$ cat src/rtl/ssrx_pkg.sv
package ssrx_pkg;

   typedef enum logic {
      SSRX_LSB_FIRST = 1'b0,
      SSRX_MSB_FIRST = 1'b1
   } ssrx_order_e;

   typedef struct packed {
      logic avail;
      logic ovr;
      logic halt;
   } ssrx_flags_t;

endpackage

$ cat src/rtl/ssrx_edge_sync.sv
module ssrx_edge_sync #(
   parameter int unsigned STAGES = 2,
   parameter bit          RISING = 1'b1
) (
   input  logic clk,
   input  logic rst_n,
   input  logic ser_clk_i,
   input  logic ser_dat_i,
   output logic edge_o,
   output logic dat_o
);
   logic [STAGES-1:0] ck_q;
   logic [STAGES-1:0] dt_q;
   logic              ck_prev_q;

   generate
      if (STAGES < 2) begin : g_bad_stages
         $error("ssrx_edge_sync: STAGES must be at least 2");
      end
   endgenerate

   always_ff @(posedge clk or negedge rst_n) begin
      if (!rst_n) begin
         ck_q      <= '0;
         dt_q      <= '0;
         ck_prev_q <= 1'b0;
      end else begin
         ck_q      <= {ck_q[STAGES-2:0], ser_clk_i};
         dt_q      <= {dt_q[STAGES-2:0], ser_dat_i};
         ck_prev_q <= ck_q[STAGES-1];
      end
   end

   generate
      if (RISING) begin : g_rise
         assign edge_o = ck_q[STAGES-1] & ~ck_prev_q;
      end else begin : g_fall
         assign edge_o = ~ck_q[STAGES-1] & ck_prev_q;
      end
   endgenerate

   assign dat_o = dt_q[STAGES-1];

   // an edge pulse lasts one cycle
   a_r2_edge_single: assert property (@(posedge clk) disable iff (!rst_n)
      edge_o |=> !edge_o);

endmodule

$ cat src/rtl/ssrx_shifter.sv
module ssrx_shifter
   import ssrx_pkg::*;
#(
   parameter int unsigned DATA_W = 8,
   parameter ssrx_order_e ORDER  = SSRX_LSB_FIRST
) (
   input  logic              clk,
   input  logic              rst_n,
   input  logic              run_i,
   input  logic              edge_i,
   input  logic              bit_i,
   output logic              done_o,
   output logic [DATA_W-1:0] word_o
);
   localparam int unsigned CNT_W = (DATA_W > 2) ? $clog2(DATA_W) : 1;
   localparam logic [CNT_W-1:0] LAST_IDX = CNT_W'(DATA_W - 1);

   logic [CNT_W-1:0]  cnt_q;
   logic [DATA_W-1:0] sr_q;
   logic [DATA_W-1:0] sr_next;
   logic [DATA_W-1:0] word_q;
   logic              done_q;

   generate
      if (DATA_W < 2) begin : g_bad_width
         $error("ssrx_shifter: DATA_W must be at least 2");
      end
      if (ORDER == SSRX_LSB_FIRST) begin : g_lsb
         assign sr_next = {bit_i, sr_q[DATA_W-1:1]};
      end else begin : g_msb
         assign sr_next = {sr_q[DATA_W-2:0], bit_i};
      end
   endgenerate

   always_ff @(posedge clk or negedge rst_n) begin
      if (!rst_n) begin
         cnt_q  <= '0;
         sr_q   <= '0;
         word_q <= '0;
         done_q <= 1'b0;
      end else begin
         done_q <= 1'b0;
         if (!run_i) begin
            cnt_q <= '0;
         end else if (edge_i) begin
            sr_q <= sr_next;
            if (cnt_q == LAST_IDX) begin
               cnt_q  <= '0;
               done_q <= 1'b1;
               word_q <= sr_next;
            end else begin
               cnt_q <= cnt_q + 1'b1;
            end
         end
      end
   end

   assign done_o = done_q;
   assign word_o = word_q;

   // a stopped receiver is back at bit position zero
   a_r8_count_restart: assert property (@(posedge clk) disable iff (!rst_n)
      !run_i |=> (cnt_q == '0));
   // completions are separated by whole frames
   a_r2_done_single: assert property (@(posedge clk) disable iff (!rst_n)
      done_q |=> !done_q);
   // bit position never passes the frame length
   a_r2_count_range: assert property (@(posedge clk) disable iff (!rst_n)
      cnt_q <= LAST_IDX);

endmodule

$ cat src/rtl/ssrx_status.sv
module ssrx_status
   import ssrx_pkg::*;
#(
   parameter int unsigned DATA_W = 8
) (
   input  logic              clk,
   input  logic              rst_n,
   input  logic              done_i,
   input  logic [DATA_W-1:0] word_i,
   input  logic              clr_avail_i,
   input  logic              clr_ovr_i,
   input  logic              irq_en_i,
   output logic [DATA_W-1:0] data_o,
   output ssrx_flags_t       flags_o,
   output logic              irq_rx_o,
   output logic              irq_err_o
);
   logic [DATA_W-1:0] data_q;
   ssrx_flags_t       fl_q;
   ssrx_flags_t       fl_d;
   logic              avail_keep;
   logic              accept;
   logic              overrun;

   always_comb begin
      avail_keep = fl_q.avail & ~clr_avail_i;
      accept     = done_i & ~fl_q.halt & ~avail_keep;
      overrun    = done_i & ~fl_q.halt & avail_keep;
      fl_d.avail = accept | avail_keep;
      fl_d.ovr   = overrun | (fl_q.ovr & ~clr_ovr_i);
      if (overrun)
         fl_d.halt = 1'b1;
      else if (!fl_d.ovr && !fl_d.avail)
         fl_d.halt = 1'b0;
      else
         fl_d.halt = fl_q.halt;
   end

   always_ff @(posedge clk or negedge rst_n) begin
      if (!rst_n) begin
         data_q <= '0;
         fl_q   <= '0;
      end else begin
         fl_q <= fl_d;
         if (accept)
            data_q <= word_i;
      end
   end

   assign data_o    = data_q;
   assign flags_o   = fl_q;
   assign irq_rx_o  = irq_en_i & fl_q.avail & ~fl_q.ovr;
   assign irq_err_o = irq_en_i & fl_q.ovr;

   // overrun leaves held data alone
   a_r4_data_kept: assert property (@(posedge clk) disable iff (!rst_n)
      $rose(fl_q.ovr) |-> $stable(data_q));
   // overrun only arises on top of a held frame
   a_r4_ovr_needs_avail: assert property (@(posedge clk) disable iff (!rst_n)
      $rose(fl_q.ovr) |-> $past(fl_q.avail));
   // flags are sticky until their own strobe
   a_r9_avail_sticky: assert property (@(posedge clk) disable iff (!rst_n)
      (fl_q.avail && !clr_avail_i) |=> fl_q.avail);
   a_r9_ovr_sticky: assert property (@(posedge clk) disable iff (!rst_n)
      (fl_q.ovr && !clr_ovr_i) |=> fl_q.ovr);
   // a halted receiver takes no new frame
   a_r6_halt_frozen: assert property (@(posedge clk) disable iff (!rst_n)
      fl_q.halt |=> $stable(data_q));

endmodule

$ cat src/rtl/sync_serial_rx.sv
module sync_serial_rx
   import ssrx_pkg::*;
#(
   parameter int unsigned DATA_W        = 8,
   parameter int unsigned SYNC_STAGES   = 2,
   parameter bit          LSB_FIRST     = 1'b1,
   parameter bit          SAMPLE_RISING = 1'b1
) (
   input  logic              clk,
   input  logic              rst_n,
   input  logic              ser_clk_i,
   input  logic              ser_dat_i,
   input  logic              rx_en_i,
   input  logic              irq_en_i,
   input  logic              clr_avail_i,
   input  logic              clr_ovr_i,
   output logic [DATA_W-1:0] rx_data_o,
   output logic              avail_o,
   output logic              ovr_o,
   output logic              irq_rx_o,
   output logic              irq_err_o
);
   localparam ssrx_order_e ORDER = LSB_FIRST ? SSRX_LSB_FIRST : SSRX_MSB_FIRST;

   generate
      if (DATA_W < 2 || DATA_W > 64) begin : g_bad_width
         $error("sync_serial_rx: DATA_W out of range 2..64");
      end
      if (SYNC_STAGES < 2 || SYNC_STAGES > 4) begin : g_bad_sync
         $error("sync_serial_rx: SYNC_STAGES out of range 2..4");
      end
   endgenerate

   logic              smp_edge;
   logic              smp_bit;
   logic              frm_done;
   logic [DATA_W-1:0] frm_word;
   ssrx_flags_t       flags;
   logic              run;

   ssrx_edge_sync #(.STAGES(SYNC_STAGES), .RISING(SAMPLE_RISING)) u_sync (
      .clk       (clk),
      .rst_n     (rst_n),
      .ser_clk_i (ser_clk_i),
      .ser_dat_i (ser_dat_i),
      .edge_o    (smp_edge),
      .dat_o     (smp_bit)
   );

   assign run = rx_en_i & ~flags.halt;

   ssrx_shifter #(.DATA_W(DATA_W), .ORDER(ORDER)) u_shift (
      .clk    (clk),
      .rst_n  (rst_n),
      .run_i  (run),
      .edge_i (smp_edge),
      .bit_i  (smp_bit),
      .done_o (frm_done),
      .word_o (frm_word)
   );

   ssrx_status #(.DATA_W(DATA_W)) u_stat (
      .clk         (clk),
      .rst_n       (rst_n),
      .done_i      (frm_done),
      .word_i      (frm_word),
      .clr_avail_i (clr_avail_i),
      .clr_ovr_i   (clr_ovr_i),
      .irq_en_i    (irq_en_i),
      .data_o      (rx_data_o),
      .flags_o     (flags),
      .irq_rx_o    (irq_rx_o),
      .irq_err_o   (irq_err_o)
   );

   assign avail_o = flags.avail;
   assign ovr_o   = flags.ovr;

   // the two interrupt outputs are never high together
   a_r5_irq_exclusive: assert property (@(posedge clk) disable iff (!rst_n)
      !(irq_rx_o && irq_err_o));
   // error interrupt implies overrun flag
   a_r5_err_needs_ovr: assert property (@(posedge clk) disable iff (!rst_n)
      irq_err_o |-> ovr_o);

endmodule

$ cat config.mk
export PLATFORM = sky130hd
export DESIGN_NAME = sync_serial_rx
export DESIGN_NICKNAME = d
export VERILOG_FILES = /design/src/rtl/ssrx_pkg.sv /design/src/rtl/ssrx_edge_sync.sv /design/src/rtl/ssrx_shifter.sv /design/src/rtl/ssrx_status.sv /design/src/rtl/sync_serial_rx.sv
export SDC_FILE = /design/constraint.sdc
export NUM_CORES = 1
export LEC_CHECK = 0
export ABC_AREA = 1
export CAP_MARGIN = 20
export CELL_PAD_IN_SITES_DETAIL_PLACEMENT = 1
export CELL_PAD_IN_SITES_GLOBAL_PLACEMENT = 2
export CORE_ASPECT_RATIO = 1.5
export CORE_UTILIZATION = 33
export DETAILED_ROUTE_END_ITERATION = 10
export PLACE_DENSITY_LB_ADDON = 0.1
export SKIP_CTS_REPAIR_TIMING = 1
export SYNTH_ARGS = -nofsm -noshare
export SYNTH_HDL_FRONTEND = slang
export SYNTH_SLANG_ARGS = --single-unit
$ cat constraint.sdc
create_clock -name clk -period 1.7 [get_ports clk]
set_input_delay 0.34 -clock clk [delete_from_list [all_inputs] [get_ports clk]]
set_output_delay 0.34 -clock clk [all_outputs]
set_load 0.01 [all_outputs]
==> results of run 1 <==
final timing paths:
| path | start | endpoint | slack, ns | cells after the start |
|---|---|---|---|---|
| worst max-delay path | u_stat.flags_o[2] | avail_o | 0.13 | 1 |
| worst min-delay path | u_sync.ck_q[0] | u_sync.ck_q[1] | 0.35 | 0 |
| worst max register to register | u_shift.cnt_q[0] | u_shift.word_o[7] | 0.36 | 6 |
| worst min register to register | u_sync.ck_q[0] | u_sync.ck_q[1] | 0.35 | 0 |
| max in group asynchronous | rst_n | u_stat.data_o[1] | 0.89 | 2 |
| min in group asynchronous | rst_n | u_sync.ck_prev_q | 0.47 | 2 |
flip-flops by register name (all words and copies together) (netlist names):
signal,flops
u_shift.word_o,8
u_sync.ck_prev_q,1
u_stat.flags_o,3
u_shift.done_o,1
u_sync.dt_q,2
u_stat.data_o,8
u_sync.ck_q,2
u_shift.sr_q,7
u_shift.cnt_q,3
per-layer routing:
| metal | up-vias | GRT usage [%] | wire length [um] | share of wire, % |
|---|---|---|---|---|
| met5 | - | 0 | 0 | 0 |
| met4 | 0 | 5.99 | 54 | 2.1 |
| met3 | 7 | 4.52 | 109 | 4.2 |
| met2 | 18 | 22.0 | 1290 | 49 |
| met1 | 472 | 15.5 | 1170 | 44 |
| li1 | 493 | - | - | - |
cells in the mapped netlist (all sizes together):
master,instances
nand2,62
dfrtp,35
inv,15
o21ai,11
o21bai,8
nor2,6
buf,2
ha,2
nand3,2
nand4,1
power by group through the flow:
| stage | sequential (W) | clock, W | combinational (W) |
|---|---|---|---|
| finish | 0.000911 | 0.000773 | 0.0000919 |
| global route | 0.000917 | 0.000831 | 0.000111 |
| CTS | 0.000912 | 0.000792 | 0.0000951 |
| detailed placement | 0.000928 | 0 | 0.0000948 |
| global placement | 0.000924 | 0 | 0.0000899 |
| floorplan | 0.000917 | 0 | 0.0000505 |
per-stage QoR:
stage / setup slack [ns] / TNS [ns]
final: 0.126 / 0
after global routing: 0.0784 / 0
after CTS: -0.165 / -0.268
after detailed placement: -0.159 / -0.255
after global placement: -0.111 / -0.181
after floorplan: 0.511 / 0
final cells by class:
type / count / area [sq um]
Multi-Input combinational cell: 92 / 490
Inverter: 15 / 56.3
Clock buffer: 6 / 82.6
Fill cell: 481 / 2410
Timing Repair Buffer: 20 / 203
Tap cell: 46 / 57.6
Sequential cell: 35 / 876
Clock inverter: 2 / 35.0
cells by family (layout without fill, tap and decap cells):
family,after synthesis,in the layout,share of synthesized area (%)
compound gates,19,19,10.0
fa+ha+maj,2,2,1.73
buf+inv,17,43,5.45
flops,35,35,60.6
simple gates,71,71,22.2
==> results.ini, run 1 <==
[place]
gp_routability_congestion = 0.665
dpl.hpwl_mm = 1.87
numPortBuffers = 19
dp.cells = 208
place_area_sq_um = 1680

[cts]
cts_tree = built
cts_root_buf = clkbuf_8
cts_inserted_buffers = 5
cts_buffer_depth = 2
clk_pin_slew_worst_paths_ns = 0.07
clock_sinks = 35
cts.htree.levels = 2
clock_latency_ns = 0.29

[status]
outcome = completed

[final_layout]
num_antenna_cells = 0
area_delta_synth_final_pct = 24.6
drive_gt1_share_pct = 15.3
nets = 179
mostFrequentLayoutCell = nand2_1
layout_common_cells = nand2_1, dfrtp_1, clkdlybuf4s50_1
utilization_pct = 42.8
layout.cells.non_filler = 216
final_cell_area_sq_um = 1800

[timing]
fmax_ghz = 0.635
max_slew.worst_pin.slew_ns = 0.463
final_hold_viol_count = 0
min_period_ns = 1.57
rsz0062_at_grt = false
relSlewSlack_pct = 69.2
fin_crit_sh_pct = 92.6
hold_ws_ns = 0.350
slew_violations = 0
setup_violations = 0
skew_ns = 0.00517

[power]
leakagePower_nw = 0.932
p_sw_w = 0.000388
clkPwrFrac_pct = 43.5
seqPwrFrac_pct = 51.3
switching_share_pct = 21.9
power.internal_w = 0.00139
vdd_drop_max_mv = 0.623
powerDensity_nw_per_um2 = 986
p_comb_share_pct = 5.2
finalPower_w = 0.00178

[worst_setup_path]
slowest_delay_ns = 0.56
cp-start-kind = register
cp_cell_sequence = clkdlybuf4s50_1
critical_path_buf_inv_count = 1
crit_fanout = 4
end_kind = output pin
cp.required_ns = 1.36
cp_top_family = buffers and inverters
cpMaxStageDelayCell = clkdlybuf4s50_1
critPathArrivalTime_ns = 1.23
path_class = reg2out

[routing]
vias = 990
wl_per_cell_um = 12.1
postRouteWirelength_mm = 2.62
postRouteAntennaNets = 0
drtIter0Drc = 41
firstDrtPassIters = 3
drc = 0
viasPerCell = 4.58

[global_route]
globalRouteOverflowTotal = 0
grt_pass1_vias = 1082
antenna_found_initial = 0
grt_pass1_wl_mm = 4.85
grt_use_total_pct = 13.3
grt_max_degree = 36

[die]
fp.dieH_um = 83.1
die_area_sq_um = 4650
die_w_um = 56.0
ios = 20
start_util_pct = 34.3
rows = 29
core_sq_um = 4210

[logic_synthesis]
synth_top_area_share_pct = 60.6
synth_area_leaders = dfrtp_1, nand2_1, o21ai_2
ys_warn_count = 0
synth_area_leader_cell = dfrtp_1
ys_ff_latch = 35
synth_cells = 144
synth_nets = 154
ys_seq_area_share_pct = 60.6
avgSynthCellArea_sq_um = 10.0
synth_cell_types = 17
syn-cell-area_sq_um = 1450

[worst_hold_path]
holdCritPathClass = reg2reg

[job]
drv_cap = 0

Note: power is estimated with default switching activity, not from simulation.
==> inputs of run 2 (changes only) <==
- CORE_MARGIN: default -> 5
==> run 2 against run 1 <==
Net effect: wire length increased by 1.1%; count of clock-buffer cells in the layout is 2 higher; cell area down 0.97%; sequential cell count is the same; worst hold slack improved by 0.0046 ns; cell count unchanged; first-iteration DRC count decreased by 66%; global-route usage fell by 2.7 points; critical endpoint unchanged; largest cell class unchanged; largest power group unchanged; highest routed layer unchanged.
==> results.ini, run 2 (synthesis results as in run 1) <==
[timing]
slew_violations = 0  ; unchanged
min_period_ns = 1.59  ; was 1.57 ns
rsz0062_at_grt = false  ; unchanged
skew_ns = 0.00466  ; was 0.00517 ns
hold_ws_ns = 0.354  ; was 0.350 ns
relSlewSlack_pct = 70.2  ; was 69.2%
fmax_ghz = 0.631  ; was 0.635 GHz
max_slew.worst_pin.slew_ns = 0.447  ; was 0.463 ns
setup-tns-final_ns = 0  ; unchanged
fin_crit_sh_pct = 93.3  ; was 92.6%
final_hold_viol_count = 0  ; unchanged
setup_violations = 0  ; unchanged

[global_route]
antenna_found_initial = 0  ; unchanged
grt_pass1_wl_mm = 4.80  ; was 4.85 mm
grtUsageMet1_pct = 11.4  ; was 15.5%
grt_max_degree = 36  ; unchanged
busiest_layer = met2  ; unchanged
globalRouteOverflowTotal = 0  ; unchanged
grt_pass1_vias = 1081  ; was 1082
grt_util_met3_pct = 4.32  ; was 4.52%
grt_use_total_pct = 10.6  ; was 13.3%
grtUsageMet2_pct = 17.7  ; was 22.0%

[routing]
drc = 0  ; unchanged
wl_per_cell_um = 12.3  ; was 12.1 um
postRouteAntennaNets = 0  ; unchanged
viasPerCell = 4.67  ; was 4.58
postRouteWirelength_mm = 2.65  ; was 2.62 mm
vias = 1009  ; was 990
drtIter0Drc = 14  ; was 41
firstDrtPassIters = 3  ; unchanged

[power]
leakagePower_nw = 0.923  ; was 0.932 nW
powerDensity_nw_per_um2 = 932  ; was 986 nW/um^2
p_comb_share_pct = 5.4  ; was 5.2%
switching_share_pct = 22.8  ; was 21.9%
p_sw_w = 0.000379  ; was 0.000388 W
seqPwrFrac_pct = 54.8  ; was 51.3%
clkPwrFrac_pct = 39.8  ; was 43.5%
vdd_drop_max_mv = 0.528  ; was 0.623 mV
power.internal_w = 0.00128  ; was 0.00139 W

[worst_setup_path]
cp_top_family = buffers and inverters  ; unchanged
path_class = reg2out  ; unchanged
rr_worst_depth = 6  ; unchanged
crit_fanout = 4  ; unchanged
r2r_slack_ns = 0.37  ; was 0.36 ns
cpMaxStageDelayCell = clkdlybuf4s50_1  ; unchanged
cp-start-kind = register  ; unchanged
cp.required_ns = 1.36  ; about the same
r2r_end = u_shift.word_o[0]  ; was u_shift.word_o[7]
startpoint = u_stat.flags_o[2]  ; unchanged
critical_path_buf_inv_count = 1  ; unchanged
r2r-start = u_shift.cnt_q[0]  ; unchanged
endpoint = avail_o  ; unchanged
crit_cells = 1  ; unchanged
cp_cell_sequence = clkdlybuf4s50_1  ; unchanged
critPathArrivalTime_ns = 1.25  ; was 1.23 ns
end_kind = output pin  ; unchanged
slowest_delay_ns = 0.57  ; was 0.56 ns

[final_layout]
layout_common_cells = nand2_1, dfrtp_1, clkdlybuf4s50_1  ; unchanged
drive_gt1_share_pct = 14.7  ; was 15.3%
final_cell_area_sq_um = 1780  ; was 1800 sq um
n_fill_cell = 494  ; was 481
area_delta_synth_final_pct = 23.4  ; was 24.6%
num_antenna_cells = 0  ; unchanged
nets = 179  ; unchanged
mostFrequentLayoutCell = nand2_1  ; unchanged

[cts]
clock_latency_ns = 0.29  ; about the same
cts_inserted_buffers = 5  ; unchanged
clk_pin_slew_worst_paths_ns = 0.07  ; about the same
cts_root_buf = clkbuf_8  ; unchanged
cts.htree.levels = 2  ; unchanged
cts_buffer_depth = 2  ; unchanged
clock_sinks = 35  ; unchanged
cts_tree = built  ; unchanged

[die]
ios = 20  ; unchanged
die_w_um = 64.0  ; was 56.0 um
start_util_pct = 34.0  ; was 34.3%
core_sq_um = 4250  ; was 4210 sq um
die_area_sq_um = 5830  ; was 4650 sq um
rows = 29  ; unchanged
fp.dieH_um = 91.1  ; was 83.1 um

[place]
dpl.hpwl_mm = 1.93  ; was 1.87 mm
numPortBuffers = 19  ; unchanged
gp_routability_congestion = 0.697  ; was 0.665
place_area_sq_um = 1680  ; unchanged

[worst_hold_path]
holdCritPathClass = reg2reg  ; unchanged
hp-start = u_sync.ck_q[0]  ; unchanged

[status]
outcome = completed  ; unchanged

[job]
drv_cap = 0  ; unchanged

[run 2: cell types whose count changed in the layout (fill, tap and decap cells not counted)]
cell       previous run  this run
clkinv_2              1         0
clkbuf_8              6         7
clkbuf_1              0         1
bufinv_16             1         0
[run 2: area by class of cell]
class / count / area (sq um) / share of cell area, %
sequential: 35 / 876 / 49.1
clock buffer: 8 / 100 / 5.61
multi-input combinational: 92 / 490 / 27.5
timing repair buffer: 20 / 203 / 11.4
tap: 46 / 57.6 / 3.23
inverter: 15 / 56.3 / 3.16
[run 2: worst min path at each step]
stage                        to  slack (ns)  cells past startpoint
2_1_floorplan  u_shift.cnt_q[0]        0.04                      0
3_3_place_gp     u_sync.dt_q[1]        0.33                      0
3_5_place_dp     u_sync.ck_q[1]        0.34                      0
4_1_cts          u_sync.ck_q[1]        0.36                      0
5_1_grt          u_sync.ck_q[1]        0.37                      0
6_report         u_sync.ck_q[1]        0.35                      0
[run 2: per-layer routing]
metal / wire (um) / share of wire [%] / vias up
met5: 0 / 0 / -
met4: 67 / 2.5 / 0
met3: 153 / 5.8 / 6
met2: 1350 / 51 / 18
met1: 1090 / 41 / 492
li1: - / - / 493
[run 2: through the flow]
stage	power [W]	std cells	setup WS [ns]	utilization, %
3_5_place_dp	0.00102	208	-0.167	39.5
4_1_cts	0.00169	216	-0.174	41.9
3_3_place_gp	0.00101	208	-0.116	39.5
5_1_grt	0.00175	216	0.0593	42.0
6_report	0.00166	216	0.115	42.0
2_1_floorplan	0.000968	144	0.511	-
[run 2: power by group through the flow]
stage,Clock (W),Combinational [W],Sequential [W]
final,0.000661,0.0000899,0.000910
after global routing,0.000730,0.000106,0.000916
after CTS,0.000690,0.0000942,0.000911
after detailed placement,0,0.0000940,0.000927
after global placement,0,0.0000905,0.000924
after floorplan,0,0.0000505,0.000917
